$ cat src/rtl/acc_alu_pkg.sv
package acc_alu_pkg;

    typedef enum logic [2:0] {
        K_NONE,
        K_ADD,
        K_SUB_OPD,   // operand minus accumulator
        K_SUB_ACC,   // accumulator minus operand
        K_OR,
        K_AND,
        K_XOR,
        K_SHIFT
    } alu_kind_e;

    typedef struct packed {
        alu_kind_e kind;
        logic      use_flag;  // consume flag as carry, borrow or ring bit
        logic      left;      // shift direction
    } alu_ctl_t;

    localparam logic [3:0] ROW_FLAG  = 4'h7;
    localparam logic [3:0] ROW_PLAIN = 4'hF;

    function automatic alu_ctl_t decode_op(input logic [7:0] op);
        alu_ctl_t c;
        c.kind     = K_NONE;
        c.use_flag = (op[7:4] == ROW_FLAG);
        c.left     = op[3];
        if (op[7:4] == ROW_PLAIN) begin
            case (op[2:0])
                3'd1: c.kind = K_OR;
                3'd2: c.kind = K_AND;
                3'd3: c.kind = K_XOR;
                3'd4: c.kind = K_ADD;
                3'd5: c.kind = K_SUB_OPD;
                3'd6: c.kind = K_SHIFT;
                3'd7: c.kind = K_SUB_ACC;
                default: c.kind = K_NONE;
            endcase
        end else if (op[7:4] == ROW_FLAG) begin
            case (op[2:0])
                3'd4: c.kind = K_ADD;
                3'd5: c.kind = K_SUB_OPD;
                3'd6: c.kind = K_SHIFT;
                3'd7: c.kind = K_SUB_ACC;
                default: c.kind = K_NONE;
            endcase
        end
        return c;
    endfunction

endpackage

$ cat src/rtl/acc_alu_decode.sv
module acc_alu_decode
    import acc_alu_pkg::*;
(
    input  logic [7:0] opcode,
    output alu_ctl_t   ctl,
    output logic       valid
);
    always_comb begin
        ctl   = decode_op(opcode);
        valid = (ctl.kind != K_NONE);
    end
endmodule

$ cat src/rtl/acc_alu_core.sv
module acc_alu_core
    import acc_alu_pkg::*;
#(
    parameter int DW = 8
) (
    input  alu_ctl_t        ctl,
    input  logic [DW-1:0]   acc,
    input  logic            flag,
    input  logic [DW-1:0]   operand,
    output logic [DW-1:0]   res,
    output logic            res_flag,
    output logic            flag_wr
);
    localparam int SW = DW + 1;

    logic [DW-1:0] add_a;
    logic [DW-1:0] add_b;
    logic          add_cin;
    logic [SW-1:0] sum;
    logic          ring_in;

    // One adder serves both add and both subtract directions.
    always_comb begin
        add_a   = operand;
        add_b   = acc;
        add_cin = ctl.use_flag ? flag : 1'b0;
        case (ctl.kind)
            K_SUB_OPD: begin
                add_a   = operand;
                add_b   = ~acc;
                add_cin = ctl.use_flag ? flag : 1'b1;
            end
            K_SUB_ACC: begin
                add_a   = acc;
                add_b   = ~operand;
                add_cin = ctl.use_flag ? flag : 1'b1;
            end
            default: ;
        endcase
        sum = {1'b0, add_a} + {1'b0, add_b} + {{(SW-1){1'b0}}, add_cin};
    end

    always_comb begin
        ring_in  = ctl.use_flag ? flag : 1'b0;
        res      = acc;
        res_flag = flag;
        flag_wr  = 1'b0;
        case (ctl.kind)
            K_ADD, K_SUB_OPD, K_SUB_ACC: begin
                res      = sum[DW-1:0];
                res_flag = sum[DW];
                flag_wr  = 1'b1;
            end
            K_OR:  res = acc | operand;
            K_AND: res = acc & operand;
            K_XOR: res = acc ^ operand;
            K_SHIFT: begin
                flag_wr = 1'b1;
                if (ctl.left) begin
                    res      = {acc[DW-2:0], ring_in};
                    res_flag = acc[DW-1];
                end else begin
                    res      = {ring_in, acc[DW-1:1]};
                    res_flag = acc[0];
                end
            end
            default: ;
        endcase
    end
endmodule

$ cat src/rtl/acc_alu_state.sv
module acc_alu_state #(
    parameter int DW = 8
) (
    input  logic          clk,
    input  logic          rst,
    input  logic          wr_acc,
    input  logic          wr_flag,
    input  logic [DW-1:0] acc_d,
    input  logic          flag_d,
    output logic [DW-1:0] acc_q,
    output logic          flag_q
);
    always_ff @(posedge clk) begin
        if (rst) begin
            acc_q  <= '0;
            flag_q <= 1'b0;
        end else begin
            if (wr_acc)  acc_q  <= acc_d;
            if (wr_flag) flag_q <= flag_d;
        end
    end
endmodule

$ cat src/rtl/acc_alu.sv
module acc_alu
    import acc_alu_pkg::*;
#(
    parameter int DW = 8
) (
    input  logic          clk,
    input  logic          rst,
    input  logic          strobe,
    input  logic [7:0]    opcode,
    input  logic [DW-1:0] operand,
    output logic [DW-1:0] acc_q,
    output logic          flag_q,
    output logic          is_alu
);
    alu_ctl_t      ctl;
    logic          valid;
    logic [DW-1:0] res;
    logic          res_flag;
    logic          flag_wr;

    acc_alu_decode u_dec (
        .opcode (opcode),
        .ctl    (ctl),
        .valid  (valid)
    );

    acc_alu_core #(.DW(DW)) u_core (
        .ctl      (ctl),
        .acc      (acc_q),
        .flag     (flag_q),
        .operand  (operand),
        .res      (res),
        .res_flag (res_flag),
        .flag_wr  (flag_wr)
    );

    acc_alu_state #(.DW(DW)) u_state (
        .clk     (clk),
        .rst     (rst),
        .wr_acc  (strobe && valid),
        .wr_flag (strobe && valid && flag_wr),
        .acc_d   (res),
        .flag_d  (res_flag),
        .acc_q   (acc_q),
        .flag_q  (flag_q)
    );

    assign is_alu = valid;
endmodule

$ cat config.mk
export PLATFORM = sky130hd
export DESIGN_NAME = acc_alu
export DESIGN_NICKNAME = d
export VERILOG_FILES = /design/src/rtl/acc_alu_pkg.sv /design/src/rtl/acc_alu_decode.sv /design/src/rtl/acc_alu_core.sv /design/src/rtl/acc_alu_state.sv /design/src/rtl/acc_alu.sv
export SDC_FILE = /design/constraint.sdc
export NUM_CORES = 1
export LEC_CHECK = 0
export CORE_ASPECT_RATIO = 0.9
export CORE_UTILIZATION = 44
export CTS_BUF_LIST = sky130_fd_sc_hd__clkbuf_8
export DETAILED_ROUTE_END_ITERATION = 7
export PLACE_DENSITY = 0.74
export SLEW_MARGIN = 20
export SYNTH_ARGS = -nofsm -noshare
export SYNTH_HDL_FRONTEND = slang
export SYNTH_SLANG_ARGS = --single-unit
$ cat constraint.sdc
create_clock -name clk -period 5.2 [get_ports clk]
set_input_delay 1.3 -clock clk [delete_from_list [all_inputs] [get_ports clk]]
set_output_delay 1.3 -clock clk [all_outputs]
set_load 0.05 [all_outputs]
==> flow_summary.yaml <==
global_routing:
  grt_pass1_vias: 1608
  antenna_found_initial: 0
  overflow: 0
  grt_max_degree: 32
  grt_pass1_wl_um: 7800
  grt_use_total: 0.249
floorplan:
  coreArea_mm2: 0.00376
  die_x_um: 68.3
  start_util: 0.463
  rows: 21
  die_area_mm2: 0.00421
  die_height_um: 61.6
  io_pins: 29
synth:
  syn_area_mm2: 0.00174
  ys_seq_area_frac: 0.104
  synth-seq-cells: 9
  syn-instance-count: 233
  async_flop_share: 0
  synth_cell_types: 49
  synth_edf_count: 0
  synth_nets: 277
  ys_warn_count: 0
  avgSynthCellArea_um2: 7.46
  synth_ff_type: "dfxtp_1"
status:
  status: "complete, no violations"
routing:
  drcViolationCount: 0
  routed_wirelength_um: 4750
  first_pass_iters: 6
  routed_via_density: 6.14
  wire_per_inst_um: 15.7
  first_iter_violations: 230
  vias: 1860
  ant_nets: 0
power:
  p_leak_nw: 0.851
  ir_drop_uv: 88.8
  total_power_w: 0.000275
  p_per_area_mw_per_mm2: 132
clocking:
  cts_tree: "built"
  numClockSinks: 9
  clock_path_buffers: 2
  hold_buffers: 0
  cts_root_buffer: "clkbuf_8"
  clk_latency_ns: 0.24
  cts_setup_buffers: 0
  htree_num_levels: 1
  cts_made_buffers: 3
  cts-resized-gates: 0
  path_clk_slew_ns: 0.05
final_layout:
  finalInstanceArea_mm2: 0.00209
  final_util: 0.556
  layout_common_cells: "clkdlybuf4s50_1, ha_1, inv_1, a21oi_1, nor2_1"
  final_common_cell: "clkdlybuf4s50_1"
  n_antenna_cell: 0
  syn_to_final_growth_pct: 20.1
  layout.nets: 302
  drive_above_1_share: 0.0778
  fillCellCount: 370
timing:
  max_slew_margin: 0.569
  finalMaxSlewViolations: 0
  setup_tns_ns: 0
  rsz0062_at_grt: "false"
  fin_skew_ns: 0.00288
  fin_crit_sh: 0.863
  min_period_ns: 4.49
  worst_pin_slew_ns: 0.645
  setup_viol: 0
  clock.fmax_ghz: 0.223
  finalHoldViolCount: 0
critical_path:
  crit_family: "compound AO/OA/AOI/OAI gates"
  worstPathCellList: "clkdlybuf4s50_1 -> and3_1 -> nand3_1 -> buf_4 -> a211oi_1 -> fa_1 -> inv_1 -> fa_1 -> a211oi_1 -> o21ai_0 -> nand3_1 -> nand3_1 -> a32o_1"
  critical_path_class: "input port to register"
  cp_max_fo: 19
  crit_top_cell: "nand3_1"
  start_kind: "input port"
  cp.required_ns: 5.33
  critical_path_buf_inv_count: 3
  cpPeakStageDelay_ns: 0.47
  critPathSlowestCell: "clkdlybuf4s50_1"
  reg2reg_slack_ns: 2.66
  end_kind: "register"
  worstPathArrival_ns: 4.62
place:
  gp_congestion: 0.848
  place_area_mm2: 0.00204
  port_buffers: 28
  dpl.hpwl_um: 3550
min_path:
  hp-class: "register to register"
run:
  maxCapViolCount: 0
## final cells by class
class                   instances  area, um^2  area share
multi-input cells             192        1420       0.680
repair buffers                 33         315       0.151
flip-flops and latches          9         180      0.0862
inverters                      19        71.3      0.0341
well taps                      46        57.6      0.0275
clock buffers                   3        41.3      0.0198
clock inverters                 1        3.75     0.00180
## metrics by stage
stage          setup WS, ns  cells  hold WS [ns]
2_1_floorplan          1.33    233         0.798
3_3_place_gp          0.503    299         0.621
3_5_place_dp          0.454    299         0.627
4_1_cts               0.701    303         0.636
5_1_grt               0.440    303         0.674
6_report              0.712    303         0.632
## cell usage after synthesis, types with 2 or more instances
cell type	instances	area, um^2
o31ai_1	2	15.0
o21ai_1	8	40.0
a31oi_1	3	18.8
a21oi_1	20	100
nor2_1	16	60.1
fa_1	2	40.0
a221oi_2	2	30.0
dfxtp_1	9	180
and2b_1	2	15.0
a211oi_1	8	60.1
nand3_1	8	40.0
buf_4	2	15.0
a211o_1	4	35.0
nor3_1	7	35.0
mux2i_1	10	100
o21a_1	4	30.0
buf_2	9	45.0
a2111oi_0	2	17.5
and3_1	3	18.8
o221ai_1	3	26.3
ha_1	23	288
clkbuf_1	2	7.51
a21o_1	5	37.5
o21ai_0	15	75.1
inv_1	19	71.3
or3_1	3	18.8
nor3b_1	2	15.0
a211oi_2	2	25.0
o32ai_1	3	26.3
nand2_1	14	52.6
nor2b_1	3	18.8
## worst min-delay path: stages, from the launching register on
cell and delay, ns:
dfxtp_1 0.37, inv_1 0.14, a221oi_2 0.07
## routing by layer
metal / part of all wire / GRT usage / wire, um
met5: 0 / 0 / 0
met4: 0.0042 / 0.0238 / 20
met2: 0.45 / 0.396 / 2130
met3: 0.075 / 0.0593 / 354
met1: 0.47 / 0.350 / 2250
## registers in the layout, indices dropped and copies added (netlist names)
name	count
u_state.flag_q	1
u_state.acc_q	8
## report_power, final
group          switching [W]  internal (W)
Clock              0.0000324     0.0000519
Sequential        0.00000469     0.0000714
Combinational      0.0000655     0.0000491
Total               0.000103      0.000172
## final timing paths
path / start / to / depth (start not counted)
worst max-delay path: opcode[5] / u_state.flag_q / 13
worst min-delay path: u_state.acc_q[4] / u_state.acc_q[4] / 2
worst max register to register: u_state.acc_q[0] / u_state.flag_q / 10
worst min register to register: u_state.acc_q[4] / u_state.acc_q[4] / 2
## cell families (layout without fill, tap and decap cells)
family,after synthesis,after routing,synth area share
compound gates,91,91,0.377
xor+xnor,2,2,0.0101
mux,10,10,0.0576
buf+inv,32,56,0.0799
simple gates,64,64,0.183
flops,9,9,0.104
fa+ha+maj,25,25,0.188
Note: power is estimated with default switching activity, not from simulation.
